**src/rtl/epc_pkg.sv**
```systemverilog
package epc_pkg;

  typedef enum logic [1:0] {
    SYM_IDLE = 2'b00,
    SYM_POS  = 2'b01,
    SYM_NEG  = 2'b10,
    SYM_BAD  = 2'b11
  } sym_e;

endpackage

```
**src/rtl/epc_sym_decode.sv**
```systemverilog
module epc_sym_decode
  import epc_pkg::*;
(
  input  logic [1:0] sym_i,
  output logic       is_pos_o,
  output logic       is_neg_o,
  output logic       is_bad_o
);

  always_comb begin
    is_pos_o = 1'b0;
    is_neg_o = 1'b0;
    is_bad_o = 1'b0;
    case (sym_e'(sym_i))
      SYM_POS: is_pos_o = 1'b1;
      SYM_NEG: is_neg_o = 1'b1;
      SYM_BAD: is_bad_o = 1'b1;
      default: ;
    endcase
  end

endmodule

```
**src/rtl/epc_tx.sv**
```systemverilog
module epc_tx
  import epc_pkg::*;
#(
  parameter int PULSE_CYC = 3
) (
  input  logic       clk,
  input  logic       rst,
  input  logic       bit_i,
  output logic [1:0] sym_o
);

  localparam int CW = (PULSE_CYC < 2) ? 1 : $clog2(PULSE_CYC);
  localparam logic [CW-1:0] LAST = CW'(PULSE_CYC - 1);

  logic          prev_q;
  sym_e          sym_q;
  logic [CW-1:0] left_q;

  always_ff @(posedge clk) begin
    if (rst) begin
      prev_q <= 1'b0;
      sym_q  <= SYM_IDLE;
      left_q <= '0;
    end else if (bit_i != prev_q) begin
      prev_q <= bit_i;
      sym_q  <= bit_i ? SYM_POS : SYM_NEG;
      left_q <= LAST;
    end else if (left_q != '0) begin
      left_q <= left_q - 1'b1;
    end else begin
      sym_q  <= SYM_IDLE;
    end
  end

  assign sym_o = sym_q;

  p_rise_pos_r2: assert property (@(posedge clk) disable iff (rst)
    (bit_i && !prev_q) |=> (sym_o == 2'b01));

  p_fall_neg_r3: assert property (@(posedge clk) disable iff (rst)
    (!bit_i && prev_q) |=> (sym_o == 2'b10));

  p_legal_sym_r4: assert property (@(posedge clk) disable iff (rst)
    sym_o != 2'b11);

  p_steady_prev_r5: assert property (@(posedge clk) disable iff (rst)
    (bit_i == prev_q) |=> $stable(prev_q));

endmodule

```
**src/rtl/epc_rx.sv**
```systemverilog
module epc_rx
  import epc_pkg::*;
#(
  parameter bit CLOCKLESS = 1'b0
) (
  input  logic       clk,
  input  logic       rst,
  input  logic [1:0] sym_i,
  input  logic       eval_i,
  output logic       bit_o,
  output logic       err_o
);

  logic is_pos, is_neg, is_bad;
  logic take;
  logic bit_q, err_q;

  epc_sym_decode u_dec (
    .sym_i   (sym_i),
    .is_pos_o(is_pos),
    .is_neg_o(is_neg),
    .is_bad_o(is_bad)
  );

  generate
    if (CLOCKLESS) begin : g_clockless
      assign take = 1'b1;
    end else begin : g_clocked
      assign take = eval_i;
    end
  endgenerate

  // polarity-holding latch: set on positive, reset on negative
  always_ff @(posedge clk) begin
    if (rst) begin
      bit_q <= 1'b0;
      err_q <= 1'b0;
    end else begin
      err_q <= is_bad;
      if (take && is_pos)      bit_q <= 1'b1;
      else if (take && is_neg) bit_q <= 1'b0;
    end
  end

  assign bit_o = bit_q;
  assign err_o = err_q;

  p_pos_sets_r6: assert property (@(posedge clk) disable iff (rst)
    (sym_i == 2'b01 && (eval_i || CLOCKLESS)) |=> bit_o);

  p_precharge_hold_r7: assert property (@(posedge clk) disable iff (rst)
    (!CLOCKLESS && !eval_i) |=> $stable(bit_o));

  p_same_pol_r9: assert property (@(posedge clk) disable iff (rst)
    (sym_i == 2'b10 && !bit_o) |=> !bit_o);

  p_bad_flag_r10: assert property (@(posedge clk) disable iff (rst)
    (sym_i == 2'b11) |=> (err_o && $stable(bit_o)));

endmodule

```
**src/rtl/edge_pulse_codec.sv**
```systemverilog
module edge_pulse_codec
  import epc_pkg::*;
#(
  parameter int PULSE_CYC = 3,
  parameter bit CLOCKLESS = 1'b0
) (
  input  logic       clk,
  input  logic       rst,
  input  logic       tx_bit_i,
  output logic [1:0] chan_o,
  input  logic [1:0] chan_i,
  input  logic       eval_i,
  output logic       rx_bit_o,
  output logic       sym_err_o
);

  epc_tx #(.PULSE_CYC(PULSE_CYC)) u_tx (
    .clk  (clk),
    .rst  (rst),
    .bit_i(tx_bit_i),
    .sym_o(chan_o)
  );

  epc_rx #(.CLOCKLESS(CLOCKLESS)) u_rx (
    .clk   (clk),
    .rst   (rst),
    .sym_i (chan_i),
    .eval_i(eval_i),
    .bit_o (rx_bit_o),
    .err_o (sym_err_o)
  );

  p_reset_idle_r1: assert property (@(posedge clk)
    rst |=> (chan_o == 2'b00 && !rx_bit_o && !sym_err_o));

endmodule

```
**config.mk**
```make
export PLATFORM = sky130hd
export DESIGN_NAME = edge_pulse_codec
export DESIGN_NICKNAME = d
export VERILOG_FILES = /design/src/rtl/epc_pkg.sv /design/src/rtl/epc_sym_decode.sv /design/src/rtl/epc_tx.sv /design/src/rtl/epc_rx.sv /design/src/rtl/edge_pulse_codec.sv
export SDC_FILE = /design/constraint.sdc
export NUM_CORES = 1
export LEC_CHECK = 0
export ABC_CLOCK_PERIOD_IN_PS = 1300
export BUFFER_PORTS_ARGS = -buffer_cell sky130_fd_sc_hd__buf_4
export CAP_MARGIN = 0
export CORE_AREA = 5 5 42 44
export CTS_CLUSTER_DIAMETER = 200
export DETAILED_ROUTE_END_ITERATION = 16
export DIE_AREA = 0 0 47 49
export GPL_TIMING_DRIVEN = 1
export PLACE_DENSITY = 0.53
export SYNTH_ARGS = -nofsm -noshare
export SYNTH_HDL_FRONTEND = slang
export SYNTH_HIERARCHICAL = 1
export SYNTH_SLANG_ARGS = --single-unit
```
**constraint.sdc**
```tcl
create_clock -name clk -period 1.3 [get_ports clk]
set_input_delay 0.195 -clock clk [delete_from_list [all_inputs] [get_ports clk]]
set_output_delay 0.195 -clock clk [all_outputs]
set_load 0.02 [all_outputs]
```
==> impl_summary.md <==
Routing
The number of search-and-repair iterations in the first detailed-routing pass is 1. After detailed routing, the average wire length per cell comes to 8.45 um. The detailed router finished its first iteration with 0 violations. In the routed design, unresolved DRC markers number 0. The total routed wirelength is 507 um. The number of vias after detailed routing is 241. The via density per instance is 4.02. The count of nets left with antenna violations once routing finished came out at 0.

Min path
The number of instances on the worst hold path is 2. The type of the tightest min-delay check is primary input to flop. The path with the worst hold slack has its endpoint at u_rx/bit_o.

In this run the most critical hold path is launched from rst.

Placed design
The number of input and output port buffers inserted is 9. The post-place instance area is 395 um2. The number of placed instances, taps included, is 56. The global placer's final weighted congestion is 0.624.

Clock tree
Buffers inserted to repair hold after CTS numbered 0. The post-CTS setup buffer count is 0. The number of buffers created by CTS is 3. Clock tree synthesis selected as its root buffer the cell sky130_fd_sc_hd__clkbuf_4.

For this design, the sink count on the clock tree is 7. The clock transition at the register clock pins on the worst setup and hold paths after CTS is 50 ps. Clock latency on the worst-skew pair, taken at its later pin, is 240 ps.

The post-CTS resize count is 0. TritonCTS built the clock tree. The largest buffer count on any clock path is 2. The H-tree depth reported by CTS is 1.

Critical path
The critical path contains buffers and inverters numbering 0 combined. The critical register-to-register path endpoint is u_tx/sym_o[1]. The sort of element at the start of the critical path is a flop. Traced cell by cell, the critical path runs through ha_1 > o21a_1 > mux2i_1. The worst setup path is of the flop to flop kind. The peak per-stage delay on the critical path is 340 ps. STA classifies the critical path endpoint as a flop. The start of the worst register-to-register path is u_tx/prev_q. The slack of the worst reg-to-reg path is 200 ps. The worst-path cell with the longest stage delay is sky130_fd_sc_hd__ha_1. Along the worst path, the maximum fanout reaches 4. The largest delay contributor family on the critical path is adder cells.

The count of cells along the worst register-to-register path is 3. The endpoint arrival time on the critical path is 1280 ps. For the worst setup path, the data required time is 1480 ps.

Layout
The fraction of final layout cells sized beyond drive strength 1 is 34.1%. The finished layout holds 60 standard cells, fillers aside. The footprint of the flip-flops and latches is 140 um2.

The antenna diode count is 0. The total number of nets in the final design is 53. Once layout is done, the placed cells without fillers occupy 422 um2. The area growth from synthesis to layout is 37.0%. The top cell types in the final layout, fill and taps aside, are 9 x sky130_fd_sc_hd__buf_4, 7 x sky130_fd_sc_hd__dfxtp_1, 4 x sky130_fd_sc_hd__nand2b_1. The most common library cell in the layout ignoring fill and taps is sky130_fd_sc_hd__buf_4.

The multi-input combinational cell area is 160 um2. The layout has 159 filler cells.

Synth
The area share of the largest cell type after synthesis is 45.5%. Yosys attributes the largest share of cell area to sky130_fd_sc_hd__dfxtp_1 46%, sky130_fd_sc_hd__mux2i_1 9.8%, sky130_fd_sc_hd__ha_1 8.1%. For this run, the number of Yosys warnings is 6. The synthesized instance count is 31.

The average instance in the mapped netlist occupies 9.93 um2. The mapped cell area is 308 um2. In this run, synthesis produced a sequential element count of 7. The largest area contributor in the netlist is sky130_fd_sc_hd__dfxtp_1. The distinct cell type count of the synthesized netlist is 15.

After synthesis, flip-flops and latches occupy 45.5% of the total area. The synthesized net count is 39.

GRT
Global routing used 6.14% of the available tracks. Entering global routing, the biggest net connects 10 pins. The number of antenna violations at the first check in global routing is 0. The first global-routing pass estimated 979 um of wire. The via count of the first global-routing pass is 259.

Summed over all layers, the global routing overflow is 0.

Pwr
The power per cell area is 1210 mW/mm2. The maximum ir drop on the vdd rail is 544 uV. The leakage power summed over all cells is 0.000187 uW.

Floorplanning
The placeable core region is 0.00140 mm2. The number of top-level design ports is 10. The floorplan has 14 rows. The initial utilization of the core area, before any placement, comes to 22.0%. The die boundary height is 49 um. The die covers 0.00230 mm2. In this run the horizontal extent of the chip is 47 um.

Job
The reported max-cap violation count is 0.

Timing
The final number of setup-violating endpoints is 0. Across the routed clock network, the largest skew measured is 0.788 ps. The slew at the pin closest to its max-slew limit is 113 ps. Measured against its own limit, the worst slew margin works out to 92.2%. On the final layout, the worst hold slack is 160 ps. The final-report max-slew violation count is 0. The number of hold violations in the final report is 0. For the finished layout, the period the worst path requires is 1100 ps.

Setup repair after global routing left no endpoint under its margin. For this run, the top clock speed supported by timing is 910 MHz. Of the available clock period, the critical path in the final layout requires 84.5%.

The total negative setup slack is 0 ps.

Run status
The flow ran to the end, and the final reports show no timing, DRC or antenna violations.
[worst register-to-register path, stage by stage (launching register included)]
cell and delay (ps):
sky130_fd_sc_hd__dfxtp_1 320, sky130_fd_sc_hd__ha_1 340, sky130_fd_sc_hd__o21a_1 190, sky130_fd_sc_hd__mux2i_1 180
[stage by stage]
stage	util [%]	total power, uW	worst slack [ps]
after global placement	28.2	321	185
after CTS	30.1	524	189
final	30.1	510	201
after global routing	30.1	545	80.4
after floorplan	-	288	265
after detailed placement	28.2	321	196
[synthesized netlist by cell type (all sizes together)]
library cell,n
nor2,1
a21oi,2
inv,2
and2,1
ha,2
and2b,1
a21bo,1
nor3,1
dfxtp,7
nor2b,2
nand2b,4
mux2i,3
nand2,3
o21a,1
[cell type report]
type | instances | share of cell area [%]
Timing Repair Buffer | 9 | 16.0
Tap cell | 16 | 4.75
Clock buffer | 4 | 6.23
Sequential cell | 7 | 33.2
Multi-Input combinational cell | 22 | 38.0
Inverter | 2 | 1.78
[power breakdown]
| group | internal (uW) | switching, uW |
|---|---|---|
| Clock | 117 | 79.0 |
| Combinational | 42.0 | 35.1 |
| Sequential | 229 | 8.20 |
| Total | 388 | 122 |
[cells by family after synthesis]
group | Yosys count | synth area share, %
compound gates | 4 | 10.2
fa+ha+maj | 2 | 8.13
buf+inv | 2 | 2.44
flops | 7 | 45.5
mux | 3 | 9.76
simple gates | 13 | 24.0
[sequential cells by signal, indices dropped and copies added, names as in the netlist]
register and flops:
u_tx/left_q 2, u_tx/sym_o 2, u_rx/bit_o 1, u_rx/err_o 1, u_tx/prev_q 1
[how the worst max path moves through the flow]
stage	startpoint	endpoint	slack, ps	depth (start not counted)
after floorplan	u_tx/prev_q	u_tx/sym_o[0]	270	3
after global placement	tx_bit_i	u_tx/sym_o[0]	190	5
after detailed placement	tx_bit_i	u_tx/sym_o[1]	200	5
after CTS	u_tx/prev_q	u_tx/sym_o[0]	190	3
after global routing	u_tx/prev_q	u_tx/sym_o[1]	80	3
final	u_tx/prev_q	u_tx/sym_o[1]	200	3
[metal layers]
| layer | up-vias | global-route usage [%] | wire (um) |
|---|---|---|---|
| li1 | 126 | - | - |
| met1 | 108 | 7.28 | 229 |
| met2 | 7 | 7.47 | 236 |
| met3 | 0 | 4.43 | 41 |
| met4 | 0 | 4.15 | 0 |
| met5 | - | 0 | 0 |
Note: power is estimated with default switching activity, not from simulation.
